<file path="src/rtl/fpcmp_pkg.sv">
package fpcmp_pkg;

    localparam int EXP_W = 11;
    localparam int MAN_W = 52;
    localparam int MAG_W = EXP_W + MAN_W;
    localparam int FP_W  = MAG_W + 1;

    typedef struct packed {
        logic             sign;
        logic [EXP_W-1:0] expo;
        logic [MAN_W-1:0] frac;
    } fp_word_t;

    typedef enum logic [2:0] {
        CLS_ZERO   = 3'd0,
        CLS_DENORM = 3'd1,
        CLS_NORMAL = 3'd2,
        CLS_INF    = 3'd3,
        CLS_NAN    = 3'd4
    } fp_class_e;

    typedef struct packed {
        logic gt;
        logic lt;
        logic eq;
        logic un;
    } fp_rel_t;

    function automatic fp_class_e classify(input fp_word_t w);
        logic exp_ones;
        logic exp_zero;
        logic frac_zero;
        exp_ones  = &w.expo;
        exp_zero  = ~|w.expo;
        frac_zero = ~|w.frac;
        if (exp_ones)
            return frac_zero ? CLS_INF : CLS_NAN;
        else if (exp_zero)
            return frac_zero ? CLS_ZERO : CLS_DENORM;
        else
            return CLS_NORMAL;
    endfunction

endpackage

</file>
<file path="src/rtl/fpcmp_classify.sv">
module fpcmp_classify
    import fpcmp_pkg::*;
(
    input  logic [FP_W-1:0]  word_i,
    output logic             sign_o,
    output logic [MAG_W-1:0] mag_o,
    output fp_class_e        cls_o
);
    fp_word_t w;

    assign w      = fp_word_t'(word_i);
    assign sign_o = w.sign;
    assign mag_o  = {w.expo, w.frac};
    assign cls_o  = classify(w);

endmodule

</file>
<file path="src/rtl/fpcmp_prefix_tree.sv">
module fpcmp_prefix_tree #(
    parameter int W = 63
) (
    input  logic [W-1:0] a_i,
    input  logic [W-1:0] b_i,
    output logic         gt_o,
    output logic         eq_o
);
    localparam int LV  = (W > 1) ? $clog2(W) : 1;
    localparam int N   = 1 << LV;
    localparam int PAD = N - W;

    // Leaf pairs; padding sits below the LSB and is neutral (equal, not greater).
    logic [N-1:0] leaf_g;
    logic [N-1:0] leaf_e;

    genvar gi;
    generate
        for (gi = 0; gi < N; gi++) begin : g_leaf
            if (gi < PAD) begin : g_pad
                assign leaf_g[gi] = 1'b0;
                assign leaf_e[gi] = 1'b1;
            end else begin : g_bit
                assign leaf_g[gi] = a_i[gi-PAD] & ~b_i[gi-PAD];
                assign leaf_e[gi] = ~(a_i[gi-PAD] ^ b_i[gi-PAD]);
            end
        end
    endgenerate

    logic [N-1:0] tg [0:LV];
    logic [N-1:0] te [0:LV];

    always_comb begin
        tg[0] = leaf_g;
        te[0] = leaf_e;
        for (int lv = 0; lv < LV; lv++) begin
            tg[lv+1] = '0;
            te[lv+1] = '0;
            for (int j = 0; j < (N >> (lv + 1)); j++) begin
                // high half wins unless it is equal, then low half decides
                tg[lv+1][j] = tg[lv][2*j+1] | (te[lv][2*j+1] & tg[lv][2*j]);
                te[lv+1][j] = te[lv][2*j+1] & te[lv][2*j];
            end
        end
    end

    assign gt_o = tg[LV][0];
    assign eq_o = te[LV][0];

endmodule

</file>
<file path="src/rtl/fpcmp_resolve.sv">
module fpcmp_resolve
    import fpcmp_pkg::*;
(
    input  logic      sign_a_i,
    input  logic      sign_b_i,
    input  fp_class_e cls_a_i,
    input  fp_class_e cls_b_i,
    input  logic      mag_gt_i,
    input  logic      mag_eq_i,
    output fp_rel_t   rel_o
);
    logic any_nan;
    logic both_zero;
    logic mag_lt;

    assign any_nan   = (cls_a_i == CLS_NAN) || (cls_b_i == CLS_NAN);
    assign both_zero = (cls_a_i == CLS_ZERO) && (cls_b_i == CLS_ZERO);
    assign mag_lt    = ~mag_gt_i & ~mag_eq_i;

    always_comb begin
        rel_o = '0;
        if (any_nan) begin
            rel_o.un = 1'b1;
        end else if (both_zero) begin
            rel_o.eq = 1'b1;
        end else if (sign_a_i != sign_b_i) begin
            rel_o.gt = ~sign_a_i;
            rel_o.lt = sign_a_i;
        end else if (!sign_a_i) begin
            rel_o.gt = mag_gt_i;
            rel_o.lt = mag_lt;
            rel_o.eq = mag_eq_i;
        end else begin
            rel_o.gt = mag_lt;
            rel_o.lt = mag_gt_i;
            rel_o.eq = mag_eq_i;
        end
    end

endmodule

</file>
<file path="src/rtl/fp_compare_dp.sv">
module fp_compare_dp
    import fpcmp_pkg::*;
#(
    parameter bit OUT_REG = 1'b1
) (
    input  logic        clk,
    input  logic        rst,
    input  logic [63:0] op_a,
    input  logic [63:0] op_b,
    output logic        gt_o,
    output logic        lt_o,
    output logic        eq_o,
    output logic        un_o
);
    logic [FP_W-1:0]  word   [2];
    logic             sgn    [2];
    logic [MAG_W-1:0] mag    [2];
    fp_class_e        cls    [2];
    logic             mag_gt;
    logic             mag_eq;
    fp_rel_t          rel_d;
    fp_rel_t          rel_q;

    assign word[0] = op_a;
    assign word[1] = op_b;

    genvar k;
    generate
        for (k = 0; k < 2; k++) begin : g_opnd
            fpcmp_classify u_cls (
                .word_i (word[k]),
                .sign_o (sgn[k]),
                .mag_o  (mag[k]),
                .cls_o  (cls[k])
            );
        end
    endgenerate

    fpcmp_prefix_tree #(.W(MAG_W)) u_tree (
        .a_i  (mag[0]),
        .b_i  (mag[1]),
        .gt_o (mag_gt),
        .eq_o (mag_eq)
    );

    fpcmp_resolve u_res (
        .sign_a_i (sgn[0]),
        .sign_b_i (sgn[1]),
        .cls_a_i  (cls[0]),
        .cls_b_i  (cls[1]),
        .mag_gt_i (mag_gt),
        .mag_eq_i (mag_eq),
        .rel_o    (rel_d)
    );

    generate
        if (OUT_REG) begin : g_reg
            always_ff @(posedge clk) begin
                if (rst) rel_q <= '0;
                else     rel_q <= rel_d;
            end
        end else begin : g_comb
            assign rel_q = rel_d;
        end
    endgenerate

    assign gt_o = rel_q.gt;
    assign lt_o = rel_q.lt;
    assign eq_o = rel_q.eq;
    assign un_o = rel_q.un;

endmodule

</file>
<file path="config.mk">
export PLATFORM = sky130hd
export DESIGN_NAME = fp_compare_dp
export DESIGN_NICKNAME = d
export VERILOG_FILES = /design/src/rtl/fpcmp_pkg.sv /design/src/rtl/fpcmp_classify.sv /design/src/rtl/fpcmp_prefix_tree.sv /design/src/rtl/fpcmp_resolve.sv /design/src/rtl/fp_compare_dp.sv
export SDC_FILE = /design/constraint.sdc
export NUM_CORES = 1
export LEC_CHECK = 0
export ABC_CLOCK_PERIOD_IN_PS = 1900
export BUFFER_PORTS_ARGS = -buffer_cell sky130_fd_sc_hd__buf_2
export CAP_MARGIN = 40
export CORE_MARGIN = 2
export CORE_UTILIZATION = 35
export CTS_CLUSTER_DIAMETER = 150
export CTS_CLUSTER_SIZE = 14
export DETAILED_ROUTE_END_ITERATION = 10
export MAX_ROUTING_LAYER = met4
export PLACE_DENSITY = 0.78
export SLEW_MARGIN = 5
export SYNTH_ARGS = -nofsm -noshare
export SYNTH_HDL_FRONTEND = slang
export SYNTH_SLANG_ARGS = --single-unit
export TNS_END_PERCENT = 30
</file>
<file path="constraint.sdc">
create_clock -name clk -period 1.9 [get_ports clk]
set_input_delay 0.095 -clock clk [delete_from_list [all_inputs] [get_ports clk]]
set_output_delay 0.095 -clock clk [all_outputs]
set_load 0.05 [all_outputs]
</file>
==> metrics.cfg <==
[run_status]
outcome = finished, violations left
failed_checks = setup timing

[floorplan]
core-area_um2 = 5820
rows = 28
die_width_um = 80.9
initial_core_utilization_pct = 35.6
io-pin-count = 134
die_footprint_um2 = 6550
fp.dieH_um = 80.9

[drt]
initialDrtViolationCount = 100
avgViaCountPerCell = 5.22
vias = 2931
route.antenna.remaining_nets = 0
drcViolationCount = 0
dr.pass1.iters = 4
detail_route.wl_per_cell_um = 14.1
drt-total-wl_um = 7920

[sta]
final.period_utilization_pct = 101
timing.final.hold_violations = 0
period_needed_ns = 1.93
worst_pin_slew_ns = 0.382
grt_setup_unrepaired = yes
maxClockFrequency_mhz = 519
setup_total_negative_slack_ns = -0.0528
finalSetupViolations = 2
worst_slack_ns = -0.0270
timing.final.max_slew_violations = 0
timing.slew.headroom_pct = 74.3

[pwr]
power.density_nw_per_um2 = 276
total_leakage_power_nw = 1.91
irDropWorstVdd_uv = 166

[yosys]
synth-seq-area-share_pct = 3.87
synth_warnings = 0
synth.ff_latch_count = 4
postSynthNetCount = 490
synth_top_cells_by_count = inv_1 (65), ha_1 (63), nor4_1 (33)
synth_enable_flop_cells = 0
synthFlopType = dfxtp_1
yosysUniqueCellTypes = 32
netlist_area_um2 = 2070
synthesis.instances = 297
synth-async-reset-ratio_pct = 0
syn_area_per_cell_um2 = 6.97
synth.top_cells.by_area = ha_1 (38%), inv_1 (12%), nor4_1 (10%), a21oi_1 (4.8%), nand4_1 (4.8%)
post-synth-top-count-cell = inv_1
synth_top_cell_area_share_pct = 38.1
dominant_cell_type_by_area_after_synthesis = ha_1

[clock_network]
cts.clk_slew.worst_paths_ns = 0.03
post_cts_hold_buffer_count = 0
clock_sinks = 4
clock_tree.root_cell = clkbuf_8
number_of_buffers_created_by_cts = 3
cts_max_path_buffers = 2
cts_htree_levels = 1
cts_tree = yes

[setup_path]
data_arrival_time_of_the_critical_path_ns = 2.01
timing_worst_setup_path_type = in2reg
startpoint_type = input pin
worst_setup_path_end_kind = flip-flop
crit_required_ns = 1.98
worstPathMaxFanout = 3

[grt]
grt_pass1_wl_um = 11900
grt_remaining_overflow = 0
gr-usage-all-layers_pct = 23.6
antenna_found_initial = 0
grt_start_max_net_pins = 4
first_global_vias = 2895

[job]
cap_violations = 0

[finish]
antenna-diode-count = 0
drive_gt1_share_pct = 47.1
final_net_count = 681
final_core_util_pct = 60.2
syn_to_final_growth_pct = 68.9

[hold_path]
tightest_hold_check_type = in2reg

[place]
place_congestion = 0.926
portBuffers = 133
dp.final_hpwl_um = 7010

## layer usage
metal | routed length (µm) | vias to the layer above | global-route usage [%]
met2 | 4030 | 120 | 45.6
met3 | 426 | 22 | 1.33
met4 | 195 | 0 | 7.80
li1 | - | 1480 | -
met1 | 3260 | 1309 | 25.5
met5 | 0 | - | -
## state kept, by name, summed over array words and instances (netlist names)
signal,count
gt_o,1
eq_o,1
lt_o,1
un_o,1
## power breakdown
group | switching [mW] | internal, mW
Sequential | 0.00126 | 0.0888
Combinational | 0.343 | 0.353
Clock | 0.0445 | 0.135
## area by class of cell
class	count	area, µm²
fill	540	2320
multi-input combinational	228	1960
sequential	4	80.1
inverter	65	246
timing repair buffer	186	1080
tap	75	93.8
clock buffer	3	41.3
## critical path, cell delays in order
cell and delay [ns]:
buf_2 0.11, inv_2 0.05, ha_4 0.27, nand4_1 0.18
nor3_2 0.26, nand3_1 0.13, or4_4 0.44, or2_4 0.25
o211ai_1 0.14, a221oi_2 0.09
## kinds of logic after synthesis
| logic type | share of synthesized area [%] |
|---|---|
| xor+xnor | 0.423 |
| fa+ha+maj | 38.1 |
| flops | 3.87 |
| compound gates | 16.6 |
| simple gates | 29.3 |
| buf+inv | 11.8 |
## layout by cell type (no fill, tap or decap), types with 5 or more instances in the layout
master	count
a211oi_1	5
a21oi_1	19
buf_2	131
buf_4	53
ha_1	50
ha_4	13
inv_1	55
inv_2	9
nand2_1	21
nand3_1	16
nand4_1	16
nor2_1	10
nor4_1	32
o21ai_0	9
## repair_timing
action	CTS	global route
hold endpoints to repair	0	0
pin swaps	9	4
gates resized for setup	12	12
setup buffers	2	0
setup endpoints to repair	3	3
## stage by stage
step | cell area, µm² | hold WS (ns) | total power, mW | cells | worst slack [ns]
floorplan | 2150 | 0.167 | 0.385 | 297 | 0.00158
global placement | 3290 | 0.302 | 0.711 | 556 | -0.275
detailed placement | 3290 | 0.295 | 0.736 | 556 | -0.393
CTS | 3420 | 0.0670 | 0.940 | 561 | 0.00263
global route | 3500 | 0.0777 | 1.05 | 561 | -0.103
finish | 3500 | 0.0708 | 0.966 | 561 | -0.0270
## final timing paths
check             depth (start not counted)     start  slack (ns)               to
setup / recovery                         10  op_b[54]       -0.03  lt_o$_SDFF_PP0_
hold / removal                            2       rst        0.07  un_o$_SDFF_PP0_
Power figures use the tool's default switching activity.
